### src/rtl/e1_crc4_pkg.sv
package e1_crc4_pkg;
  localparam int CRC_W      = 4;
  localparam int FRM_NUM_W  = 4;
  localparam int SMF_LOG2   = 3;                 // eight frames per submultiframe
  localparam int CIDX_W     = SMF_LOG2 - 1;      // four check bits per submultiframe
  localparam logic [CRC_W-1:0] CRC_TAPS = 4'b0011;  // x + 1 terms of x^4 + x + 1
  localparam logic [FRM_NUM_W-1:0] EBIT_FRM_LO = 4'd13;
  localparam logic [FRM_NUM_W-1:0] EBIT_FRM_HI = 4'd15;

  typedef enum logic [1:0] {
    STG_IDLE  = 2'd0,   // not aligned, nothing accumulated
    STG_PRIME = 2'd1,   // accumulating first complete submultiframe
    STG_ARMED = 2'd2    // a prior CRC is held, comparisons are live
  } cmp_stage_t;

  // One serial step of the premultiplied CRC: feedback is MSB xor data.
  function automatic logic [CRC_W-1:0] crc_step(input logic [CRC_W-1:0] r, input logic d);
    logic fb;
    fb = r[CRC_W-1] ^ d;
    return {r[CRC_W-2:0], 1'b0} ^ (fb ? CRC_TAPS : '0);
  endfunction
endpackage

### src/rtl/crc4_accum.sv
module crc4_accum
  import e1_crc4_pkg::*;
(
  input  logic                 clk,
  input  logic                 rst,
  input  logic                 bit_vld,
  input  logic                 rx_bit,
  input  logic                 frm_start,
  input  logic [FRM_NUM_W-1:0] frm_num,
  output logic                 smf_edge,
  output logic [CRC_W-1:0]     crc_run,
  output logic [CRC_W-1:0]     c_run
);
  logic              c_pos;
  logic              din;
  logic [CIDX_W-1:0] c_idx;

  assign smf_edge = bit_vld & frm_start & (frm_num[SMF_LOG2-1:0] == '0);
  assign c_pos    = frm_start & ~frm_num[0];
  assign din      = c_pos ? 1'b0 : rx_bit;
  // even frame 0 -> C1 (MSB), frame 6 -> C4 (LSB)
  assign c_idx    = CIDX_W'(CRC_W-1) - frm_num[SMF_LOG2-1:1];

  always_ff @(posedge clk) begin
    if (rst) begin
      crc_run <= '0;
      c_run   <= '0;
    end else if (bit_vld) begin
      crc_run <= crc_step(smf_edge ? '0 : crc_run, din);
      if (c_pos) c_run[c_idx] <= rx_bit;
    end
  end
endmodule

### src/rtl/smf_cmp_ctrl.sv
module smf_cmp_ctrl
  import e1_crc4_pkg::*;
(
  input  logic             clk,
  input  logic             rst,
  input  logic             mf_aligned,
  input  logic             smf_edge,
  input  logic [CRC_W-1:0] crc_run,
  input  logic [CRC_W-1:0] c_run,
  output logic             err_hit,
  output logic             err_p
);
  cmp_stage_t       stage;
  logic [CRC_W-1:0] crc_prev;

  assign err_hit = mf_aligned & smf_edge & (stage == STG_ARMED) & (c_run != crc_prev);

  always_ff @(posedge clk) begin
    if (rst) begin
      stage    <= STG_IDLE;
      crc_prev <= '0;
      err_p    <= 1'b0;
    end else begin
      err_p <= err_hit;
      if (smf_edge) crc_prev <= crc_run;
      if (!mf_aligned) begin
        stage <= STG_IDLE;
      end else if (smf_edge) begin
        case (stage)
          STG_IDLE:  stage <= STG_PRIME;
          STG_PRIME: stage <= STG_ARMED;
          default:   stage <= STG_ARMED;
        endcase
      end
    end
  end
endmodule

### src/rtl/sat_cnt.sv
module sat_cnt #(
  parameter int W = 16
) (
  input  logic         clk,
  input  logic         rst,
  input  logic         clr,
  input  logic         inc,
  output logic [W-1:0] cnt
);
  localparam logic [W-1:0] CNT_MAX = '1;

  always_ff @(posedge clk) begin
    if (rst || clr)                  cnt <= '0;
    else if (inc && cnt != CNT_MAX)  cnt <= cnt + W'(1);
  end
endmodule

### src/rtl/e1_crc4_mon.sv
module e1_crc4_mon
  import e1_crc4_pkg::*;
#(
  parameter int CNT_W = 16
) (
  input  logic                 clk,
  input  logic                 rst,
  input  logic                 bit_vld,
  input  logic                 rx_bit,
  input  logic                 frm_start,
  input  logic [FRM_NUM_W-1:0] frm_num,
  input  logic                 mf_aligned,
  input  logic                 clr_cnt,
  output logic                 crc_err_p,
  output logic [CNT_W-1:0]     crc_err_cnt,
  output logic [CNT_W-1:0]     ebit_err_cnt
);
  localparam int N_CNT = 2;

  logic             smf_edge;
  logic [CRC_W-1:0] crc_run;
  logic [CRC_W-1:0] c_run;
  logic             err_hit;
  logic             ebit_hit;
  logic [N_CNT-1:0] inc_v;
  logic [CNT_W-1:0] cnt_v [N_CNT];

  crc4_accum u_accum (
    .clk(clk), .rst(rst), .bit_vld(bit_vld), .rx_bit(rx_bit),
    .frm_start(frm_start), .frm_num(frm_num),
    .smf_edge(smf_edge), .crc_run(crc_run), .c_run(c_run)
  );

  smf_cmp_ctrl u_cmp (
    .clk(clk), .rst(rst), .mf_aligned(mf_aligned), .smf_edge(smf_edge),
    .crc_run(crc_run), .c_run(c_run), .err_hit(err_hit), .err_p(crc_err_p)
  );

  // Far-end error bits count regardless of local CRC result
  assign ebit_hit = bit_vld & frm_start & mf_aligned & ~rx_bit &
                    ((frm_num == EBIT_FRM_LO) | (frm_num == EBIT_FRM_HI));

  assign inc_v = {ebit_hit, err_hit};

  for (genvar g = 0; g < N_CNT; g++) begin : g_cnt
    sat_cnt #(.W(CNT_W)) u_cnt (
      .clk(clk), .rst(rst), .clr(clr_cnt), .inc(inc_v[g]), .cnt(cnt_v[g])
    );
  end

  assign crc_err_cnt  = cnt_v[0];
  assign ebit_err_cnt = cnt_v[1];
endmodule

### config.mk
export PLATFORM = sky130hd
export DESIGN_NAME = e1_crc4_mon
export DESIGN_NICKNAME = d
export VERILOG_FILES = /design/src/rtl/e1_crc4_pkg.sv /design/src/rtl/crc4_accum.sv /design/src/rtl/smf_cmp_ctrl.sv /design/src/rtl/sat_cnt.sv /design/src/rtl/e1_crc4_mon.sv
export SDC_FILE = /design/constraint.sdc
export NUM_CORES = 1
export LEC_CHECK = 0
export ABC_CLOCK_PERIOD_IN_PS = 2400
export BUFFER_PORTS_ARGS = -buffer_cell sky130_fd_sc_hd__buf_4
export CORE_MARGIN = 8
export CORE_UTILIZATION = 40
export DETAILED_ROUTE_END_ITERATION = 10
export GPL_TIMING_DRIVEN = 0
export SLEW_MARGIN = 20
export SYNTH_ARGS = -nofsm -noshare
export SYNTH_HDL_FRONTEND = slang
export SYNTH_SLANG_ARGS = --single-unit
### constraint.sdc
create_clock -name clk -period 2.4 [get_ports clk]
set_input_delay 0.36 -clock clk [delete_from_list [all_inputs] [get_ports clk]]
set_output_delay 0.36 -clock clk [all_outputs]
set_load 0.01 [all_outputs]
Word-level counts from Yosys, hierarchy flattened:

Index checks and enable logic that the tools add are counted.

* input bits: 11
* output and inout port bits: 33
* flip-flop bits (word level): 47
* word-level logic and storage cells: 48

* add/subtract/negate cells: 3
* bitwise logic cells: 15
* reductions and logical operators: 8
* magnitude comparators: 2
* equality and inequality tests: 6
* mux-type cells: 7

Operators with widths (count)
* 16-bit by 1-bit adder with 16-bit output (second input constant): 2
* 16-bit inequality test (second input constant): 2
* 1-bit bitwise AND: 9
* 4-bit equality test (second input constant): 2
* 4-bit bitwise mux: 1
* 2-bit 2-to-1 mux: 2
* 4-bit 2-to-1 mux: 1
* 4-bit inequality test: 1
* 4-bit bitwise XOR: 1
* 1-bit logical AND: 3
* 3-bit logical NOT: 1
* 2-bit by 3-bit < comparator with 1-bit output (second input constant): 1
* 1-bit inverter: 3
* 1-bit demux with 2-bit select: 1
* 2-bit equality test (second input constant): 1
* 2-bit by 1-bit greater-or-equal comparator with 1-bit output (second input constant): 1
* 2-bit logical NOT: 1
* 1-bit 2-to-1 mux: 2
* 2-bit AND reduction: 1
* 2-bit OR reduction: 1
* 2-bit subtractor (first input constant): 1
* 1-bit logical OR: 1
* 1-bit bitwise OR: 1
* 1-bit bitwise XOR: 1

Longest topological paths before layout:

* depth in word-level cells: 6
* depth in mapped cells: 7
* gate-level depth less buffers: 6

Cells and area by module:

A second synthesis with hierarchy kept.

* cells, all modules: 267
* area, all modules: 2409.8 um^2

Modules (own cells, without submodules)
* sat_cnt: instances 2, seq. area each 320.3 um^2, cells an instance 95, area an instance 847.1 um^2
* crc4_accum: instances 1, seq. area each 160.2 um^2, cells an instance 42, area an instance 386.6 um^2
* smf_cmp_ctrl: instances 1, seq. area each 140.1 um^2, cells an instance 32, area an instance 309.0 um^2
* e1_crc4_mon: instances 1, seq. area each 0.0 um^2, cells an instance 3, area an instance 20.0 um^2

Least setup slack after synthesis:

OpenSTA, ideal clock, no wires.

* path type: input-to-reg
* from: in frm_num[0]
* to: reg g_cnt[0].u_cnt.cnt[8]
* setup time: 0.070 ns
* arrival time: 2.026 ns
* data required time: 2.330 ns
* setup slack: 0.304 ns
* path buffers: 2
* cell stages on the path: 6
* path through: or4_1 -> buf_2 -> or3_1 -> buf_2 -> or4_1 -> a21oi_1

* longest elaborated chain between the ends: 6

RTL lines
* start: declaration: line e1_crc4_mon.sv:11 `input logic [FRM_NUM_W-1:0] frm_num,`
* 3-bit logical NOT: line crc4_accum.sv:18 `assign smf_edge = bit_vld & frm_start & (frm_num[SMF_LOG2-1:0] == '0);`
* 1-bit bitwise AND: line crc4_accum.sv:18
* 1-bit bitwise AND (3 in series): line smf_cmp_ctrl.sv:16 `assign err_hit = mf_aligned & smf_edge & (stage == STG_ARMED) & (c_run != crc_prev);`
* 1-bit logical AND: line sat_cnt.sv:14 `else if (inc && cnt != CNT_MAX) cnt <= cnt + W'(1);`
* end signal: assignment: line sat_cnt.sv:14
* end: declaration: line sat_cnt.sv:8 `output logic [W-1:0] cnt`

Every way passes these cells.
A chain may end at the register's enable or synchronous reset.

Final worst setup path:

* from: reg u_cmp.crc_prev[0]
* to: reg g_cnt[0].u_cnt.cnt[1]

* longest elaborated chain between the ends: 3

RTL lines
* start: declaration: line smf_cmp_ctrl.sv:14 `logic [CRC_W-1:0] crc_prev;`
* start signal: assignment: line smf_cmp_ctrl.sv:25 `if (smf_edge) crc_prev <= crc_run;`
* 4-bit inequality test: line smf_cmp_ctrl.sv:16
* 1-bit bitwise AND: line smf_cmp_ctrl.sv:16
* 1-bit logical AND: line sat_cnt.sv:14

Every way passes these cells.

==> run summary <==
Synth Register Bits -> 47
Most common cell in the netlist -> dfxtp_1
First-pass GRT wire length -> 8850 um
Sw Pwr -> 0.320 mW
Pre-Repair DR Iteration Count -> 4
RR Startpoint -> u_cmp.crc_prev[0]
Clock Path Buffers -> 2
Area delta synth->final -> 23.0%
Worst Setup SP -> u_cmp.crc_prev[0]
Top cell type by total area after synthesis -> dfxtp_1
Vias in the first global route -> 1,915
Drt total wl -> 5070 um
Mapped Area -> 0.00219 sq mm
Relative slew slack -> 0.309
Hold Vio Cnt, Final -> 0
Initial antenna violation count -> 0
CTS sink cnt -> 47
F_max -> 468 MHz
Placed cell count -> 376
Final instance area -> 0.00270 sq mm
TritonCTS Buffers -> 5
Sequential fraction of the synthesis area -> 0.429
DRC violations left -> 0
Crit-path max FO -> 10
DR WL/cell -> 13.2 um
Switching part of the total -> 0.239
N_diodes -> 0
Crit path DAT -> 2330 ps
Root Buffer -> clkbuf_8
Worst IR Drop VDD -> 0.244 mV
Pre-CTS WS -> 29.7 ps
P_int -> 1.02 mW
Final slew viol count -> 0
Ys Warns -> 0
Post-CTS Hold Fix Bufs -> 0
Largest net degree at the start of global routing -> 17
Die Y -> 90.1 um
Final Util -> 0.500
Post_cts resized -> 0
Placer Congestion -> 0.730
Post-synth EDFFs -> 0
Clock Power Share -> 0.364
Slack of the critical path -> 264 ps
Period utilization -> 0.890
Worst min path class -> in2reg
Starting density of the core -> 0.406
Layout cells sized above 1 -> 0.179
NumNets Final -> 324
Core area -> 0.00541 sq mm
Top_reg_cell synth -> dfxtp_1
Clock insertion delay at the later pin of the skew report -> 300 ps
# H-tree levels -> 2
Number of vias per cell -> 5.27
Endpoint class of the critical path -> flop
Die span in x -> 90.1 um
Fillers -> 570
Pleak -> 0.987 nW
Drt initial violations -> 102
CTS tree -> built
Gate count of the mapped netlist -> 261
Startpoint types -> flop
Outcome -> finished clean
Post-synth top area share -> 0.429
Commonest cells in the netlist -> dfxtp_1, nor2_1, nand2_1
Hpwl dp -> 3800 um
Power share of the combinational group -> 0.046
Worst EP required -> 2590 ps
Main area contributors after synthesis -> dfxtp_1, xor2_1, nor2_1
Async S/R FF share, synth -> 0
Via count -> 2,025
Synth cell types -> 35
WS Path Type -> reg2reg
# rows -> 27
Max-cap violation count -> 0
All-Layer GR Usage -> 0.128
Syn nets -> 274
GR Overflow Total -> 0
Die footprint -> 0.00811 sq mm
Min-delay src -> rst
Post-CTS Setup Bufs -> 0
Clock Pin Slew Worst Setup and Hold Paths -> 90 ps
Final setup violation count -> 0
Worst slew pin tran -> 1030 ps
Sequential Power Share -> 0.589
PD cells -> 496 mW/mm^2
Clock Skew -> 9.46 ps
Final std cells w/o fill -> 384
Boundary Pins -> 44
RSZ-0062 raised after global routing -> no
Buffers added on ports -> 43
Setup TNS -> 0 ps
Placed Area -> 0.00261 sq mm
Min cycle time layout -> 2140 ps
Antenna-violating nets left -> 0
Mean area per synthesized cell -> 8.41 sq um
## metal layers
| metal | track usage | vias to the layer above | part of all wire |
|---|---|---|---|
| met5 | 0 | - | 0 |
| met1 | 0.161 | 936 | 0.50 |
| met3 | 0.0432 | 5 | 0.057 |
| li1 | - | 1042 | - |
| met4 | 0.0374 | 0 | 0.012 |
| met2 | 0.202 | 42 | 0.44 |
## state kept, by name, indices dropped and copies added, names as in the netlist
signal	count
u_cmp.crc_prev	4
u_cmp.stage	2
u_accum.crc_run	4
u_cmp.err_p	1
u_accum.c_run	4
g_cnt.u_cnt.cnt	32
## final cells by class
| type | instances | area [sq um] | share of cell area |
|---|---|---|---|
| clock inverter | 3 | 23.8 | 0.00880 |
| buffer | 10 | 41.3 | 0.0153 |
| clock buffer | 5 | 68.8 | 0.0255 |
| timing repair buffer | 43 | 323 | 0.120 |
| sequential | 47 | 941 | 0.348 |
| multi-input combinational | 200 | 1200 | 0.443 |
| tap | 72 | 90.1 | 0.0334 |
| inverter | 4 | 15.0 | 0.00556 |
## metrics by stage
stage               total power [mW]  hold slack, ps
global placement               0.868             456
finish                          1.34             275
CTS                             1.36             268
detailed placement             0.869             464
floorplan                      0.838             433
global route                    1.41             275
## power by group through the flow
stage | Sequential, mW | Clock [mW] | Combinational (mW)
after global placement | 0.807 | 0 | 0.0618
final | 0.789 | 0.488 | 0.0618
after global routing | 0.790 | 0.551 | 0.0689
after detailed placement | 0.807 | 0 | 0.0622
after floorplan | 0.806 | 0 | 0.0323
after CTS | 0.789 | 0.511 | 0.0625
## path summary, 6_finish.rpt
check,cells after the start,slack [ps],end
worst max-delay path,6,260,g_cnt[0].u_cnt.cnt[1]
worst min-delay path,2,280,u_accum.crc_run[1]
worst max register to register,6,260,g_cnt[0].u_cnt.cnt[1]
worst min register to register,2,480,u_accum.c_run[3]
## cell usage in the layout (no fill, tap or decap), types with 7 or more instances in the layout
cell type	instances
nand2_1	26
nand4_1	12
dfxtp_1	47
nand3_1	13
o21ai_0	10
buf_4	43
nor2_1	27
clkbuf_1	7
a21oi_1	20
or3_1	12
xor2_1	20
## worst max-delay path, cell delays in order (launching register included)
cell and delay [ps]:
dfxtp_1 330, xor2_1 160, o41ai_1 890, or3_1 210, buf_2 190, mux2i_1 200
nor2_1 50
## kinds of logic (layout without fill, tap and decap cells)
kind of cell	after synthesis	after routing	synth area share
flops	47	47	0.429
mux	5	5	0.0228
simple gates	123	123	0.289
fa+ha+maj	2	2	0.0114
compound gates	47	47	0.131
xor+xnor	23	23	0.0918
buf+inv	14	65	0.0257
Note: power is estimated with default switching activity, not from simulation.
